`src/rtl/cpu_irq_presenter.sv`:
```
module cpu_irq_presenter #(
  parameter int PRIO_W  = 8,
  parameter int SRC_W   = 24,
  parameter int IPI_SRC = 2
) (
  input  logic                      clk,
  input  logic                      rst_n,
  input  logic                      cmd_valid,
  input  logic [2:0]                cmd_op,
  input  logic [PRIO_W+SRC_W-1:0]   cmd_data,
  input  logic                      src_valid,
  input  logic [SRC_W-1:0]          src_num,
  input  logic [PRIO_W-1:0]         src_prio,
  output logic                      irq_out,
  output logic                      rsp_valid,
  output logic [PRIO_W+SRC_W-1:0]   rsp_data,
  output logic                      rej_valid,
  output logic [SRC_W-1:0]          rej_num,
  output logic                      resend_req,
  output logic                      eoi_valid,
  output logic [SRC_W-1:0]          eoi_num
);
  localparam int REG_W = PRIO_W + SRC_W;
  localparam logic [SRC_W-1:0]  IPI_NUM  = SRC_W'(IPI_SRC);
  localparam logic [PRIO_W-1:0] LEAST    = '1;
  localparam logic [2:0] OP_CPPR = 3'd0, OP_IPI = 3'd1, OP_ACC = 3'd2,
                         OP_EOI  = 3'd3, OP_POLL = 3'd4;

  logic [PRIO_W-1:0] cppr, pend, mfrr;
  logic [SRC_W-1:0]  xisr;

  logic [PRIO_W-1:0] n_cppr, n_pend, n_mfrr;
  logic [SRC_W-1:0]  n_xisr, n_rej_num, n_eoi_num;
  logic [REG_W-1:0]  n_rsp;
  logic              n_irq, n_rej, n_resend, n_eoi, n_rsp_v, do_ipi;

  wire [PRIO_W-1:0] op_prio = cmd_data[REG_W-1 -: PRIO_W];
  wire [SRC_W-1:0]  op_src  = cmd_data[SRC_W-1:0];
  wire [PRIO_W-1:0] op_low  = cmd_data[PRIO_W-1:0];

  always_comb begin
    n_cppr = cppr; n_pend = pend; n_mfrr = mfrr; n_xisr = xisr;
    n_irq = irq_out; n_rej = 1'b0; n_rej_num = '0; n_resend = 1'b0;
    n_eoi = 1'b0; n_eoi_num = '0; n_rsp_v = 1'b0; n_rsp = rsp_data;
    do_ipi = 1'b0;
    if (cmd_valid) begin
      case (cmd_op)
        OP_CPPR: begin
          n_cppr = op_prio_low();
          if (op_low < cppr) begin
            if (xisr != '0 && op_low <= pend) begin
              n_xisr = '0; n_pend = LEAST; n_irq = 1'b0;
              n_rej = 1'b1; n_rej_num = xisr;
            end
          end else begin
            n_resend = 1'b1;
            do_ipi = (mfrr < op_low);
          end
        end
        OP_IPI: begin
          n_mfrr = op_low;
          do_ipi = (op_low < cppr);
        end
        OP_ACC: begin
          n_rsp_v = 1'b1; n_rsp = {cppr, xisr};
          n_irq = 1'b0; n_cppr = pend; n_xisr = '0; n_pend = LEAST;
        end
        OP_EOI: begin
          n_cppr = op_prio;
          n_eoi = 1'b1; n_eoi_num = op_src;
          n_resend = 1'b1;
          do_ipi = (mfrr < op_prio);
        end
        OP_POLL: begin
          n_rsp_v = 1'b1; n_rsp = {cppr, xisr};
        end
        default: ;
      endcase
    end else if (src_valid) begin
      if (src_prio >= cppr || (xisr != '0 && pend <= src_prio)) begin
        n_rej = 1'b1; n_rej_num = src_num;
      end else begin
        if (xisr != '0) begin
          n_rej = 1'b1; n_rej_num = xisr;
        end
        n_xisr = src_num; n_pend = src_prio; n_irq = 1'b1;
      end
    end
    if (do_ipi && !(n_xisr != '0 && n_pend <= n_mfrr)) begin
      if (n_xisr != '0) begin
        n_rej = 1'b1; n_rej_num = n_xisr;
      end
      n_xisr = IPI_NUM; n_pend = n_mfrr; n_irq = 1'b1;
    end
  end

  function automatic logic [PRIO_W-1:0] op_prio_low();
    return cmd_data[PRIO_W-1:0];
  endfunction

  always_ff @(posedge clk) begin
    if (!rst_n) begin
      cppr <= '0; xisr <= '0; pend <= LEAST; mfrr <= LEAST;
      irq_out <= 1'b0; rsp_valid <= 1'b0; rsp_data <= '0;
      rej_valid <= 1'b0; rej_num <= '0; resend_req <= 1'b0;
      eoi_valid <= 1'b0; eoi_num <= '0;
    end else begin
      cppr <= n_cppr; xisr <= n_xisr; pend <= n_pend; mfrr <= n_mfrr;
      irq_out <= n_irq; rsp_valid <= n_rsp_v; rsp_data <= n_rsp;
      rej_valid <= n_rej; rej_num <= n_rej_num; resend_req <= n_resend;
      eoi_valid <= n_eoi; eoi_num <= n_eoi_num;
    end
  end
endmodule


```
`config.mk`:
```
export PLATFORM = sky130hd
export DESIGN_NAME = cpu_irq_presenter
export DESIGN_NICKNAME = d
export VERILOG_FILES = /design/src/rtl/cpu_irq_presenter.sv
export SDC_FILE = /design/constraint.sdc
export NUM_CORES = 1
export LEC_CHECK = 0
export CORE_MARGIN = 10
export CORE_UTILIZATION = 30
export DETAILED_ROUTE_END_ITERATION = 8
export PLACE_DENSITY = 0.6
export SLEW_MARGIN = 25
export SYNTH_ARGS = -nofsm -noshare
export SYNTH_HDL_FRONTEND = slang
export SYNTH_SLANG_ARGS = --single-unit
```
`constraint.sdc`:
```
create_clock -name clk -period 3.8 [get_ports clk]
set_input_delay 0.57 -clock clk [delete_from_list [all_inputs] [get_ports clk]]
set_output_delay 0.57 -clock clk [all_outputs]
set_load 0.1 [all_outputs]
```
* Word level (Yosys, flattened, before mapping) *
Index checks and enable logic that the tools add are counted.

storage, ports and cells
  register bits = 133
  bits in latches = 0
  memory bits (writable) = 0
  bits in read-only memories = 0
  input port bits = 71
  output and inout bits = 85
  word-level logic and storage cells = 96
  memories = 0

cells by class
  add/sub/neg operators = 0
  multipliers = 0
  divide/modulo/power cells = 0
  magnitude comparators = 7
  equality and inequality tests = 8
  shift-type cells = 0
  muxes and demuxes = 49
  bitwise operators = 1
  reductions and logical operators = 18

operator list
  operator            number
  $mux 24             14
  $mux 8              8
  $pmux 24 s2         1
  $reduce_bool 24->1  2
  $le 8x8->1          3
  $lt 8x8->1          3
  $pmux 8 s3          1
  $mux 1              20
  $pmux 8 s2          1
  $ge 8x8->1          1
  $ne 4x4->1 const B  2
  $eq 3x2->1 const B  2
  $reduce_and 2->1    3
  $reduce_bool 3->1   2
  $reduce_and 5->1    1
  $logic_and 1x1->1   4
  $ne 4x1->1 const B  1
  $pmux 1 s2          2
  $reduce_or 2->1     2
  $eq 3x1->1 const B  1
  $eq 3x3->1 const B  1
  $logic_not 3->1     1
  $ne 3x2->1 const B  1
  $pmux 1 s3          1
  other kinds (5)     5

* Depth between registers and ports, before layout *
  word-level depth = 12
  mapped depth = 21
  depth with buffers taken out = 19

* Worst setup path before layout *
OpenSTA, ideal clock, no wires.

  path kind = input to register
  start point = input src_prio[0]
  end point = register rej_num[10]
  library setup time = 0.115 ns
  data arrival time = 4.044 ns
  required time = 3.685 ns
  slack = -0.358 ns
  stages = 20
  path buffers = 2
  path through = inv_1 -> ha_1 -> nand2b_1 -> a2111oi_0 -> nor3_1 -> nand2b_1 -> nor3b_4 -> buf_4 -> a21oi_1 -> o22a_1 -> ha_1 -> nor2b_1 -> o21a_1 -> o21a_1 -> o21ai_0 -> a21oi_1 -> nand2_2 -> clkbuf_1 -> a21oi_1 -> o21a_1

between the ends
  word-level cells in the longest chain between the ends = 11
  elaborated cells between the ends (all ways) = 20
  those cells by class = 3 x order compare; 11 x mux; 6 x reduce/logical

RTL lines
  what                                                     line    RTL
  start, declared                                          13      input logic [PRIO_W-1:0] src_prio,
  $le 8x8->1                                               80      if (src_prio >= cppr || (xisr != '0 && pend <= src_prio)) begin
  $logic_and 1x1->1                                        80
  $logic_or 1x1->1                                         80
  $mux 8 / $mux 24 (equally long branches)                 80
  $mux 8 / $mux 24 (equally long branches)                 79      end else if (src_valid) begin
  $mux 8 / $mux 24 (equally long branches)                 46      if (cmd_valid) begin
  $le 8x8->1 / $reduce_bool 24->1 (equally long branches)  89, 90
  $logic_and 1x1->1                                        89      if (do_ipi && !(n_xisr != '0 && n_pend <= n_mfrr)) begin
  $logic_not 1->1                                          89
  $logic_and 1x1->1                                        89
  $mux 24 *                                                89
  end signal, assigned                                     110     rej_valid <= n_rej; rej_num <= n_rej_num; resend_req <= n_resend;
  end, declared                                            18      output logic [SRC_W-1:0] rej_num,

Mark *: on every way between the ends. The rest lies on a longest branch, timed or not.
A chain may end at the register's enable or synchronous reset.

* Final worst setup path *
  start point = input src_prio[7]
  end point = register pend[4]

between the ends
  word-level cells in the longest chain between the ends = 11
  elaborated cells between the ends (all ways) = 16
  those cells by class = 3 x order compare; 7 x mux; 6 x reduce/logical

RTL lines
  what                                                     line  RTL
  $le 8x8->1                                               80
  $logic_and 1x1->1                                        80
  $logic_or 1x1->1                                         80
  $mux 8 / $mux 24 (equally long branches)                 80
  $mux 8 / $mux 24 (equally long branches)                 79
  $mux 8 / $mux 24 (equally long branches)                 46
  $le 8x8->1 / $reduce_bool 24->1 (equally long branches)  89
  $logic_and 1x1->1                                        89
  $logic_not 1->1                                          89
  $logic_and 1x1->1                                        89
  $mux 8 *                                                 89
  end signal, assigned                                     108   cppr <= n_cppr; xisr <= n_xisr; pend <= n_pend; mfrr <= n_mfrr;
  end, declared                                            29    logic [PRIO_W-1:0] cppr, pend, mfrr;

Marked as above.

==> flow_summary_export.csv <==
group,metric,value,unit
drt,firstDrtPassIters,5,
worst_setup_path,path_max_fanout,5,
cells_and_area,layout-drive-gt1-share,0.213,
outcome,outcome,"complete, but fails checks",
drt,viasPerCell,5.03,
power,net-switching-power,1220,µW
drt,drc,0,
clock_tree,cts_buffers,17,
cells_and_area,diodes,0,
hold_path,hold_path_class,"reg2reg",
global_route,grt_overflow_total,0,
die,die_y,169,µm
power,peakVddDrop,0.000229,V
worst_setup_path,cp-endpoint,"pend[4]",
power,power.leakage,0.00394,µW
timing,slew_headroom,0.289,
worst_setup_path,reg2regPathDepth,17,
global_route,grt_max_degree,39,
yosys,synthesis.area_per_instance,8.54,µm²
yosys,ys_seq_area_frac,0.398,
timing,setup_violations,7,
worst_setup_path,r2r-end,"pend[4]",
timing,min_period,3.85,ns
yosys,async_flop_share,0,
worst_setup_path,critical_path_class,"in2reg",
clock_tree,cts_hold_buf,0,
timing,tightest_slew,1.06,ns
clock_tree,clock_latency,0.42,ns
die,dieArea,28700,µm²
placement,dpl.cell_count,1265,
power,sw_frac_of_total,0.308,
worst_setup_path,slowest_stage,"mux2_4",
worst_setup_path,cp_top_family,"compound AO/OA/AOI/OAI gates",
timing,fmaxAchievable,0.259,GHz
cells_and_area,final_core_util,0.464,
global_route,grt_use_total,0.163,
job,max_cap_violations,0,
cells_and_area,fin_cells,1308,
power,power_frac_clock,0.407,
power,comb_power_share,0.224,
timing,slew_violations,0,
worst_setup_path,worst_setup_path_start_kind,"input pin",
worst_setup_path,arrival,4.15,ns
placement,hpwl,18300,µm
worst_setup_path,cp.required,4.10,ns
drt,wl_per_cell,18.4,µm
die,start_util,0.306,
yosys,syn_nets,908,
power,p_per_area,391,nW/µm²
cells_and_area,nFillCells,2090,
cells_and_area,final_nets,1139,
drt,wirelength,24100,µm
worst_setup_path,cp.depth,21,
clock_tree,htree_levels,4,
worst_setup_path,path_buf_inv,4,
timing,fin_skew,0.00916,ns
clock_tree,cts_buffer_depth,2,
clock_tree,cts_sinks,133,
global_route,grt_pass1_vias,6488,
drt,postRouteAntennaNets,0,
yosys,synth_edf_count,0,
power,p_seq_frac,0.369,
placement,portBuffers,155,
global_route,grt_pass1_wl,37000,µm
yosys,syn-instance-count,784,
clock_tree,clk_pin_slew_worst_paths,0.06,ns
timing,finalHoldViolCount,0,
outcome,violations,"setup timing",
die,core,21900,µm²
clock_tree,cts_tree,"yes",
worst_setup_path,crit_start,"src_prio[7]",
worst_setup_path,slowest_delay,0.33,ns
yosys,yosys_warnings,0,
yosys,synth.distinct_cells,64,
yosys,netlist_area,6690,µm²
global_route,antenna_found_initial,0,
cells_and_area,syn2layout_area_growth,51.6,%
die,std_cell_rows,54,
worst_setup_path,worst_setup_path_end_kind,"register",
worst_setup_path,rrSetupSlack,-0.01,ns
worst_setup_path,rr_startpoint,"xisr[20]",
timing,rsz0062_at_grt,"true",
timing,fin_ws,-0.0538,ns
yosys,ys_ff_latch,133,
clock_tree,cts_root_buffer,"clkbuf_16",
die,io_pins,156,
power,intPower,2750,µW
worst_setup_path,crit_chain,"clkdlybuf4s15_1 -> inv_2 -> ha_4 -> nand4_1 -> buf_4 -> o21ai_0 -> and3_4 -> nor3b_4 -> buf_12 -> nor2_1 -> a21oi_2 -> o22a_1 -> ha_4 -> nor2b_1 -> o21a_1 -> o21a_1 -> o21ai_2 -> a21oi_2 -> nand2_4 -> o21ai_4 -> mux2_4",
timing,finalCritPeriodShare,1.01,
drt,drt_iter0_markers,485,
placement,gp_congestion,0.928,
yosys,synthFlopType,"dfxtp_1",
die,fp.dieW,169,µm
drt,vias,6582,
cell usage in the layout (no fill, tap or decap), types with 8 or more instances in the layout:
| cell | synthesis | routed |
|---|---|---|
| a211oi_1 | 10 | 10 |
| a21o_1 | 10 | 10 |
| a21oi_1 | 107 | 94 |
| a21oi_2 | 0 | 13 |
| a22o_1 | 14 | 14 |
| a22oi_1 | 10 | 10 |
| and2_1 | 17 | 16 |
| buf_4 | 4 | 84 |
| buf_6 | 1 | 8 |
| clkbuf_16 | 0 | 17 |
| clkdlybuf4s50_1 | 0 | 139 |
| dfxtp_1 | 133 | 126 |
| dlygate4sd2_1 | 0 | 10 |
| ha_1 | 53 | 42 |
| ha_4 | 0 | 10 |
| inv_1 | 40 | 31 |
| inv_2 | 1 | 9 |
| mux2i_1 | 19 | 19 |
| nand2_1 | 105 | 105 |
| nand3_1 | 25 | 25 |
| nand4_1 | 10 | 10 |
| nor2_1 | 48 | 44 |
| nor2b_1 | 8 | 8 |
| nor3_1 | 11 | 10 |
| o21a_1 | 19 | 19 |
| o21ai_0 | 13 | 10 |
| o22a_1 | 15 | 15 |
stage by stage:
step	hold WS [ns]	setup WS (ns)	setup TNS [ns]	instance area, µm²	total power [µW]
floorplan	0.445	-0.0692	-0.709	6810	1970
global placement	0.444	-0.694	-36.29	9240	2310
detailed placement	0.448	-0.759	-39.30	9240	2310
CTS	0.457	-0.00873	-0.0340	10000	3980
global route	0.476	-0.219	-7.91	10100	4130
finish	0.452	-0.0538	-0.296	10100	3970
Yosys cell counts (all sizes together), types with 2 or more instances:
cell	instances	area share
o22a	15	0.020
inv	41	0.023
ha	53	0.099
clkbuf	27	0.015
o21ai	15	0.013
nor2	49	0.028
nand2	108	0.062
nand4	10	0.0093
and3	9	0.0092
and2	18	0.017
mux2	7	0.012
nor2b	8	0.0075
nor3b	2	0.0039
o22ai	2	0.0019
a21o	10	0.011
or3	3	0.0036
nor4	10	0.0093
a22o	14	0.018
o31ai	3	0.0034
or2	2	0.0019
nand2b	5	0.0047
o21a	19	0.021
dfxtp	133	0.40
a21oi	107	0.080
o211ai	4	0.0052
a211o	2	0.0026
nand3	26	0.020
nor3	12	0.011
a21boi	2	0.0022
a211oi	12	0.016
a22oi	10	0.011
mux2i	19	0.028
buf	14	0.013
worst register-to-register path: stages (launching register included):
cell,delay [ns]
dfxtp_1,0.32
nor4_2,0.33
nand2_1,0.17
or3_4,0.44
and3_4,0.17
nor3b_4,0.28
buf_12,0.15
a21oi_2,0.04
o22a_1,0.20
ha_4,0.28
nor2b_1,0.13
o21a_1,0.15
o21a_1,0.14
o21ai_2,0.05
a21oi_2,0.20
nand2_4,0.12
o21ai_4,0.18
mux2_4,0.34
timing repair:
action,in CTS,in global routing
pin swaps,37,18
buffers inserted,5,4
cloned,3,0
gates resized for setup,60,34
endpoints found under the setup margin,58,58
power groups by stage:
| stage | registers [µW] | logic, µW | clock network (µW) |
|---|---|---|---|
| 2_1_floorplan | 1610 | 362 | 0 |
| 3_3_place_gp | 1490 | 817 | 0 |
| 5_1_grt | 1470 | 957 | 1700 |
| 6_report | 1460 | 890 | 1620 |
| 4_1_cts | 1460 | 872 | 1650 |
| 3_5_place_dp | 1490 | 822 | 0 |
cell families (layout without fill, tap and decap cells):
group | after synthesis | after routing | share of synthesized area
compound gates | 223 | 224 | 0.219
xor+xnor | 1 | 1 | 0.00131
buf+inv | 82 | 325 | 0.0507
flops | 133 | 133 | 0.398
simple gates | 266 | 266 | 0.192
mux | 26 | 26 | 0.0402
fa+ha+maj | 53 | 53 | 0.0991
how the worst min path moves through the flow:
stage | to | from | cells after the start | slack, ns
after floorplan | rsp_data[25] | cppr[1] | 2 | 0.45
after global placement | rsp_data[0] | rsp_data[0] | 2 | 0.44
after detailed placement | rsp_data[0] | rsp_data[0] | 2 | 0.45
after CTS | rsp_data[0] | rsp_data[0] | 2 | 0.46
after global routing | rsp_data[14] | rsp_data[14] | 2 | 0.48
final | rsp_data[0] | rsp_data[0] | 2 | 0.45
metal layers:
metal | track usage | up-vias | share of wire | wire [µm]
met1 | 0.212 | 3131 | 0.45 | 10900
met3 | 0.0327 | 21 | 0.053 | 1270
met5 | 0 | - | 0 | 0
li1 | - | 3257 | - | -
met4 | 0.0443 | 0 | 0.016 | 383
met2 | 0.269 | 173 | 0.48 | 11500
layout make-up:
type                    instances  area, µm²  area share
multi-input cells             570       4040       0.398
flip-flops and latches        133       2670       0.263
repair buffers                252       2340       0.231
clock buffers                  18        439      0.0433
well taps                     280        350      0.0345
inverters                      41        166      0.0164
clock inverters                14        140      0.0138
sequential cells by signal, summed over array words and instances (netlist names):
register / flops
eoi_valid: 1
irq_out: 1
mfrr: 8
resend_req: 1
rej_num: 24
rsp_data: 32
cppr: 8
xisr: 24
rsp_valid: 1
eoi_num: 24
rej_valid: 1
pend: 8
No activity file was read; power rests on OpenSTA's default activity.
